### src/rtl/spi_bridge_pkg.sv
package spi_bridge_pkg;

  typedef enum logic [2:0] {
    ST_OPCODE,
    ST_CFG,
    ST_WRITE,
    ST_READ,
    ST_SKIP
  } seq_state_t;

  localparam logic [7:0] OP_WRITE   = 8'h08;
  localparam logic [7:0] OP_CFG     = 8'h09;
  localparam logic [7:0] OP_READ    = 8'h0A;
  localparam logic [7:0] OP_READ_F  = 8'h0B;
  localparam logic [7:0] OP_LED_ON  = 8'h0C;
  localparam logic [7:0] OP_LED_OFF = 8'h0D;

  // pin order inside the synchroniser word
  localparam int PIN_SCK = 0;
  localparam int PIN_CSN = 1;
  localparam int PIN_D0  = 2;
  localparam int PIN_D1  = 3;
  localparam int NUM_PINS = 4;

endpackage

### src/rtl/spi_pin_sync.sv
module spi_pin_sync
  import spi_bridge_pkg::*;
#(
  parameter int STAGES = 2
) (
  input  logic clk,
  input  logic rst_n,
  input  logic sck_i,
  input  logic cs_n_i,
  input  logic d0_i,
  input  logic d1_i,
  output logic sel_o,
  output logic rise_o,
  output logic fall_o,
  output logic d0_o,
  output logic d1_o
);

  localparam logic [NUM_PINS-1:0] IDLE_WORD = NUM_PINS'(1) << PIN_CSN;

  logic [STAGES-1:0][NUM_PINS-1:0] chain_q;
  logic [NUM_PINS-1:0] pins;
  logic [NUM_PINS-1:0] last;
  logic                sck_prev;

  always_comb begin
    pins          = '0;
    pins[PIN_SCK] = sck_i;
    pins[PIN_CSN] = cs_n_i;
    pins[PIN_D0]  = d0_i;
    pins[PIN_D1]  = d1_i;
  end

  always_ff @(posedge clk or negedge rst_n) begin
    if (!rst_n) begin
      for (int s = 0; s < STAGES; s++) chain_q[s] <= IDLE_WORD;
      sck_prev <= 1'b0;
    end else begin
      chain_q[0] <= pins;
      for (int s = 1; s < STAGES; s++) chain_q[s] <= chain_q[s-1];
      sck_prev <= chain_q[STAGES-1][PIN_SCK];
    end
  end

  assign last   = chain_q[STAGES-1];
  assign sel_o  = !last[PIN_CSN];
  assign rise_o = sel_o &&  last[PIN_SCK] && !sck_prev;
  assign fall_o = sel_o && !last[PIN_SCK] &&  sck_prev;
  assign d0_o   = last[PIN_D0];
  assign d1_o   = last[PIN_D1];

endmodule

### src/rtl/spi_rx_assembler.sv
module spi_rx_assembler #(
  parameter int W = 8
) (
  input  logic         clk,
  input  logic         rst_n,
  input  logic         sel_i,
  input  logic         rise_i,
  input  logic         dual_i,
  input  logic         d0_i,
  input  logic         d1_i,
  output logic         done_o,
  output logic [W-1:0] data_o,
  output logic         boundary_o
);

  localparam int CW = $clog2(W + 1);

  logic [CW-1:0] cnt_q;
  logic [CW-1:0] cnt_nxt;
  logic [W-1:0]  sh_q;
  logic [W-1:0]  sh_nxt;

  always_comb begin
    if (dual_i) begin
      sh_nxt  = {sh_q[W-3:0], d1_i, d0_i};
      cnt_nxt = cnt_q + CW'(2);
    end else begin
      sh_nxt  = {sh_q[W-2:0], d0_i};
      cnt_nxt = cnt_q + CW'(1);
    end
  end

  always_ff @(posedge clk or negedge rst_n) begin
    if (!rst_n) begin
      cnt_q  <= '0;
      sh_q   <= '0;
      done_o <= 1'b0;
      data_o <= '0;
    end else begin
      done_o <= 1'b0;
      if (!sel_i) begin
        cnt_q <= '0;
        sh_q  <= '0;
      end else if (rise_i) begin
        sh_q <= sh_nxt;
        if (cnt_nxt >= CW'(W)) begin
          cnt_q  <= '0;
          done_o <= 1'b1;
          data_o <= sh_nxt;
        end else begin
          cnt_q <= cnt_nxt;
        end
      end
    end
  end

  assign boundary_o = (cnt_q == '0);

endmodule

### src/rtl/spi_tx_shifter.sv
module spi_tx_shifter #(
  parameter int W = 8
) (
  input  logic         clk,
  input  logic         rst_n,
  input  logic         sel_i,
  input  logic         fall_i,
  input  logic         load_i,
  input  logic [W-1:0] load_val_i,
  output logic         miso_o
);

  logic [W-1:0] sh_q;

  always_ff @(posedge clk or negedge rst_n) begin
    if (!rst_n) begin
      sh_q <= '0;
    end else if (!sel_i) begin
      sh_q <= '0;
    end else if (fall_i) begin
      if (load_i) sh_q <= load_val_i;
      else        sh_q <= {sh_q[W-2:0], 1'b0};
    end
  end

  assign miso_o = sh_q[W-1];

endmodule

### src/rtl/spi_cmd_sequencer.sv
module spi_cmd_sequencer
  import spi_bridge_pkg::*;
#(
  parameter int             W         = 8,
  parameter logic [W-1:0]   CFG_RESET = 8'h1F,
  parameter int             NAND_IDLE = 1,
  parameter int             FAST_IDLE = 4
) (
  input  logic         clk,
  input  logic         rst_n,
  input  logic         sel_i,
  input  logic         byte_done_i,
  input  logic [W-1:0] byte_i,
  input  logic         load_i,
  output logic         dual_o,
  output logic [W-1:0] tx_byte_o,
  output logic [W-1:0] cfg_o,
  output logic         led_o,
  output logic         wr_valid_o,
  input  logic         wr_ready_i,
  output logic [W-1:0] wr_data_o,
  output logic         rd_ready_o,
  input  logic         rd_valid_i,
  input  logic [W-1:0] rd_data_i
);

  localparam int IMAX = (FAST_IDLE > NAND_IDLE) ? FAST_IDLE : NAND_IDLE;
  localparam int IW   = $clog2(IMAX + 1);

  seq_state_t   state_q;
  logic [IW-1:0] idle_q;
  logic [W-1:0]  pend_q;
  logic          pend_v_q;
  logic [W-1:0]  hold_q;
  logic          hold_v_q;
  logic          data_phase;

  assign data_phase = (state_q == ST_READ) && (idle_q == '0);
  assign tx_byte_o  = (data_phase && hold_v_q) ? hold_q : '0;
  assign rd_ready_o = sel_i && (state_q == ST_READ) &&
                      (idle_q <= IW'(1)) && !hold_v_q;

  always_ff @(posedge clk or negedge rst_n) begin
    if (!rst_n) begin
      state_q    <= ST_OPCODE;
      idle_q     <= '0;
      dual_o     <= 1'b0;
      cfg_o      <= CFG_RESET;
      led_o      <= 1'b0;
      pend_q     <= '0;
      pend_v_q   <= 1'b0;
      hold_q     <= '0;
      hold_v_q   <= 1'b0;
      wr_valid_o <= 1'b0;
      wr_data_o  <= '0;
    end else begin
      // downstream handshakes
      if (wr_valid_o && wr_ready_i) wr_valid_o <= 1'b0;
      if (load_i && data_phase) hold_v_q <= 1'b0;
      if (rd_ready_o && rd_valid_i) begin
        hold_q   <= rd_data_i;
        hold_v_q <= 1'b1;
      end

      if (!sel_i) begin
        state_q  <= ST_OPCODE;
        idle_q   <= '0;
        dual_o   <= 1'b0;
        pend_v_q <= 1'b0;
        hold_v_q <= 1'b0;
      end else if (byte_done_i) begin
        unique case (state_q)
          ST_OPCODE: begin
            unique case (byte_i)
              OP_CFG:    state_q <= ST_CFG;
              OP_WRITE: begin
                state_q <= ST_WRITE;
                dual_o  <= 1'b1;
              end
              OP_READ: begin
                state_q <= ST_READ;
                idle_q  <= IW'(NAND_IDLE);
              end
              OP_READ_F: begin
                state_q <= ST_READ;
                idle_q  <= IW'(FAST_IDLE);
              end
              OP_LED_ON: begin
                led_o   <= 1'b1;
                state_q <= ST_SKIP;
              end
              OP_LED_OFF: begin
                led_o   <= 1'b0;
                state_q <= ST_SKIP;
              end
              default:   state_q <= ST_SKIP;
            endcase
          end
          ST_CFG: cfg_o <= byte_i;
          ST_WRITE: begin
            // the newest byte may be the trailing idle byte: hold it back
            if (pend_v_q) begin
              wr_data_o  <= pend_q;
              wr_valid_o <= 1'b1;
            end
            pend_q   <= byte_i;
            pend_v_q <= 1'b1;
          end
          ST_READ: begin
            if (idle_q != '0) idle_q <= idle_q - IW'(1);
          end
          default: ;
        endcase
      end
    end
  end

endmodule

### src/rtl/spi_cmd_bridge.sv
module spi_cmd_bridge #(
  parameter int           W           = 8,
  parameter int           SYNC_STAGES = 2,
  parameter logic [W-1:0] CFG_RESET   = 8'h1F,
  parameter int           NAND_IDLE   = 1,
  parameter int           FAST_IDLE   = 4
) (
  input  logic         clk,
  input  logic         rst_n,
  input  logic         spi_sck_i,
  input  logic         spi_cs_n_i,
  input  logic         spi_d0_i,
  input  logic         spi_d1_i,
  output logic         spi_miso_o,
  output logic         wr_valid_o,
  input  logic         wr_ready_i,
  output logic [W-1:0] wr_data_o,
  output logic         rd_ready_o,
  input  logic         rd_valid_i,
  input  logic [W-1:0] rd_data_i,
  output logic [W-1:0] cfg_o,
  output logic         led5_on_o
);

  logic         sel, rise, fall, d0, d1;
  logic         dual, byte_done, boundary, load;
  logic [W-1:0] rx_byte, tx_byte;

  spi_pin_sync #(.STAGES(SYNC_STAGES)) u_sync (
    .clk    (clk),
    .rst_n  (rst_n),
    .sck_i  (spi_sck_i),
    .cs_n_i (spi_cs_n_i),
    .d0_i   (spi_d0_i),
    .d1_i   (spi_d1_i),
    .sel_o  (sel),
    .rise_o (rise),
    .fall_o (fall),
    .d0_o   (d0),
    .d1_o   (d1)
  );

  spi_rx_assembler #(.W(W)) u_rx (
    .clk        (clk),
    .rst_n      (rst_n),
    .sel_i      (sel),
    .rise_i     (rise),
    .dual_i     (dual),
    .d0_i       (d0),
    .d1_i       (d1),
    .done_o     (byte_done),
    .data_o     (rx_byte),
    .boundary_o (boundary)
  );

  // a fall with no bits pending starts the next outgoing byte
  assign load = fall && boundary;

  spi_tx_shifter #(.W(W)) u_tx (
    .clk        (clk),
    .rst_n      (rst_n),
    .sel_i      (sel),
    .fall_i     (fall),
    .load_i     (boundary),
    .load_val_i (tx_byte),
    .miso_o     (spi_miso_o)
  );

  spi_cmd_sequencer #(
    .W         (W),
    .CFG_RESET (CFG_RESET),
    .NAND_IDLE (NAND_IDLE),
    .FAST_IDLE (FAST_IDLE)
  ) u_seq (
    .clk         (clk),
    .rst_n       (rst_n),
    .sel_i       (sel),
    .byte_done_i (byte_done),
    .byte_i      (rx_byte),
    .load_i      (load),
    .dual_o      (dual),
    .tx_byte_o   (tx_byte),
    .cfg_o       (cfg_o),
    .led_o       (led5_on_o),
    .wr_valid_o  (wr_valid_o),
    .wr_ready_i  (wr_ready_i),
    .wr_data_o   (wr_data_o),
    .rd_ready_o  (rd_ready_o),
    .rd_valid_i  (rd_valid_i),
    .rd_data_i   (rd_data_i)
  );

endmodule

### config.mk
export PLATFORM = sky130hd
export DESIGN_NAME = spi_cmd_bridge
export DESIGN_NICKNAME = d
export VERILOG_FILES = /design/src/rtl/spi_bridge_pkg.sv /design/src/rtl/spi_pin_sync.sv /design/src/rtl/spi_rx_assembler.sv /design/src/rtl/spi_tx_shifter.sv /design/src/rtl/spi_cmd_sequencer.sv /design/src/rtl/spi_cmd_bridge.sv
export SDC_FILE = /design/constraint.sdc
export NUM_CORES = 1
export LEC_CHECK = 0
export BUFFER_PORTS_ARGS = -buffer_cell sky130_fd_sc_hd__buf_2
export CORE_MARGIN = 5
export CORE_UTILIZATION = 50
export DETAILED_ROUTE_END_ITERATION = 12
export HOLD_SLACK_MARGIN = 0.12
export PLACE_DENSITY = 0.77
export SLEW_MARGIN = 0
export SYNTH_ARGS = -nofsm -noshare
export SYNTH_HDL_FRONTEND = slang
export SYNTH_SLANG_ARGS = --single-unit
### constraint.sdc
create_clock -name clk -period 2.1 [get_ports clk]
set_input_delay 0.105 -clock clk [delete_from_list [all_inputs] [get_ports clk]]
set_output_delay 0.105 -clock clk [all_outputs]
set_load 0.03 [all_outputs]
==> flow_metrics.env <==
export IMPL_dp_cells=380
export IMPL_r2r_start="u_rx.cnt_q[0]"
export IMPL_area_delta_synth_final_pct=19.8
export IMPL_critPathLaunch="u_rx.cnt_q[0]"
export IMPL_cp_data_arrival_time_ns=2.20
export IMPL_vdd_ir_drop_max_mv=0.323
export IMPL_insertion_delay_ns=0.35
export IMPL_synth_top_cell_by_area="dfrtp_1"
export IMPL_synth_top_area_share_pct=52.9
export IMPL_numCtsBuffers=9
export IMPL_gp_congestion=0.852
export IMPL_coreArea_um2=6760
export IMPL_rr_endpoint="u_tx.sh_q[5]"
export IMPL_ys_warn_count=0
export IMPL_cts_sinks=80
export IMPL_fin_skew_ns=0.00620
export IMPL_pwr_density_cell_nw_per_um2=704
export IMPL_grt_met3_usage_pct=4.42
export IMPL_final_area_um2=4140
export IMPL_pre_cts_slack_ns=0.227
export IMPL_cts_buffer_depth=2
export IMPL_met1_usage_pct=22.1
export IMPL_htreeDepth=3
export IMPL_antenna_left=0
export IMPL_crit_path_max_fanout=7
export IMPL_slew_headroom_pct=67.4
export IMPL_cts_tree="yes"
export IMPL_hp_class="in -> reg"
export IMPL_synth_cells=266
export IMPL_io_pins=36
export IMPL_whs_endpoint="u_seq.hold_v_q"
export IMPL_tns_ns=0
export IMPL_yosys_register_bits=80
export IMPL_ys_top_cells_by_count="dfrtp_1, mux2_2, o21ai_0, nor2_1, nand2_1"
export IMPL_synth_area_um2=3450
export IMPL_critPathCaptureType="register"
export IMPL_reg2reg_slack_ns=0.20
export IMPL_period_needed_ns=1.90
export IMPL_nets=347
export IMPL_clkTransAtPathRegs_ns=0.08
export IMPL_crit_required_ns=2.39
export IMPL_async_reset_ff_share_pct=100
export IMPL_wire_per_inst_um=15.9
export IMPL_post_route_drc_count=0
export IMPL_overflow=0
export IMPL_fin_crit_sh_pct=90.6
export IMPL_rsz0062_at_grt="no"
export IMPL_dpl_instance_area_um2=3760
export IMPL_clock_fmax_mhz=525
export IMPL_setup_worst_path_start_class="register"
export IMPL_synth_area_per_cell_um2=13.0
export IMPL_dr_pass1_iters=5
export IMPL_synth_most_common_cell="dfrtp_1"
export IMPL_n_antenna_cell=0
export IMPL_hold_viol=0
export IMPL_status="completed"
export IMPL_fin_cells=410
export IMPL_grt_pass1_vias=2485
export IMPL_synth_cell_types=54
export IMPL_rr_worst_depth=6
export IMPL_antenna_found_initial=0
export IMPL_grt_busiest_layer="met2"
export IMPL_groute_usage_overall_pct=17.1
export IMPL_die_h_um=93.1
export IMPL_via_count=2272
export IMPL_die_area_um2=8670
export IMPL_ys_flop_type="dfrtp_1"
export IMPL_row_count=30
export IMPL_maxCapViolations=0
export IMPL_clock_root_buffer="clkbuf_8"
export IMPL_synth_edf_count=0
export IMPL_hold_depth=3
export IMPL_start_util_pct=51.1
export IMPL_worstHoldStart="rd_valid_i"
export IMPL_drt_initial_drc_count=105
export IMPL_tightest_slew_ns=0.486
export IMPL_finalSetupViolCount=0
export IMPL_grt_max_degree=48
export IMPL_leakage_nw=2.08
export IMPL_grt_pass1_wl_mm=11.7
export IMPL_use_met2_pct=27.5
export IMPL_dp_hpwl_mm=4.47
export IMPL_fin_ws_ns=0.196
export IMPL_yosysSeqAreaShare_pct=58.2
export IMPL_port_buffers=35
export IMPL_synth_fp_nets=288
export IMPL_die_w_um=93.1
export IMPL_slew_violations=0
export IMPL_synth_area_leaders="dfrtp_1, mux2_2, dfstp_2"
export IMPL_drive_gt1_share_pct=33.0
export IMPL_via_per_inst=5.54
export IMPL_routed_wl_mm=6.50
export IMPL_crit_type="reg -> reg"
export IMPL_postCtsSetupRepairBufs=0
## what timing repair did
action | CTS | global route
hold endpoints to repair | 88 | 0
hold buffers | 14 | 0
resized for setup | 0 | 3
endpoints found under the setup margin | 0 | 6
## kinds of logic after synthesis
group / Yosys count / share of synthesized area [%]
muxes: 43 / 14.7
DFF: 80 / 58.2
xor gates and xnor gates: 1 / 0.254
AOI/OAI and AO/OA: 59 / 11.7
buffers and inverters: 22 / 2.75
adders and majority gates: 6 / 2.17
and+or+nand+nor: 55 / 10.2
## where the power goes
group / total (W) / internal (W) / leakage [nW] / switching, W
sequential: 0.00156 / 0.00155 / 1.08 / 0.0000110
combinational: 0.000107 / 0.0000446 / 0.894 / 0.0000623
clock: 0.00124 / 0.000671 / 0.110 / 0.000571
## critical path, cell delays in order, from the launching register on
cell,delay (ns)
dfrtp_1,0.41
inv_1,0.08
ha_1,0.13
nor3b_1,0.40
nand4_1,0.26
nor3b_4,0.38
a21o_1,0.18
## metrics by stage
step / total power, W / util, % / hold WS, ns
2_1_floorplan: 0.00162 / - / -0.191
3_3_place_gp: 0.00168 / 55.6 / 0.0806
3_5_place_dp: 0.00168 / 55.6 / 0.0842
4_1_cts: 0.00294 / 61.0 / 0.191
5_1_grt: 0.00304 / 61.2 / 0.194
6_report: 0.00291 / 61.2 / 0.187
## how the worst max path moves through the flow
stage | endpoint
CTS | u_tx.sh_q[5]
detailed placement | u_tx.sh_q[5]
floorplan | u_seq.idle_q[0]
global route | u_tx.sh_q[1]
finish | u_tx.sh_q[5]
global placement | u_tx.sh_q[7]
## sequential cells by signal (all words and copies together), names as in the netlist, 3 cells and up
register	flops
u_rx.data_o	8
u_seq.cfg_o	8
u_seq.hold_q	8
u_seq.pend_q	8
u_seq.wr_data_o	8
u_tx.sh_q	8
u_rx.sh_q	7
u_rx.cnt_q	4
u_sync.chain_q	4
u_sync.last	4
u_seq.idle_q	3
u_seq.state_q	3
## placed cells by master (no fill, tap or decap), types with 4 or more instances in the layout
cell,instances
mux2_2,21
a21oi_1,7
a22o_1,10
nand2_1,11
a31oi_1,4
dlygate4sd3_1,14
nor2_1,13
clkbuf_8,9
dfstp_2,7
buf_2,34
mux2i_1,6
buf_4,9
ha_1,6
mux2_4,8
o31ai_1,6
dfrtp_1,73
inv_1,10
a21o_1,7
mux2_1,8
o21ai_0,16
## metal layers
metal  part of all wire (%)  vias up
met2                     48       51
met5                      0        -
met3                    4.3       14
met1                     46     1129
met4                    1.9        0
li1                       -     1078
## layout make-up
cell class | count | area, um2
inverters | 12 | 45.0
flip-flops and latches | 80 | 2010
clock buffers | 9 | 124
repair buffers | 58 | 398
clock inverters | 7 | 95.1
multi-input cells | 164 | 1360
fillers | 535 | 2620
well taps | 80 | 100
Power figures use the tool's default switching activity.
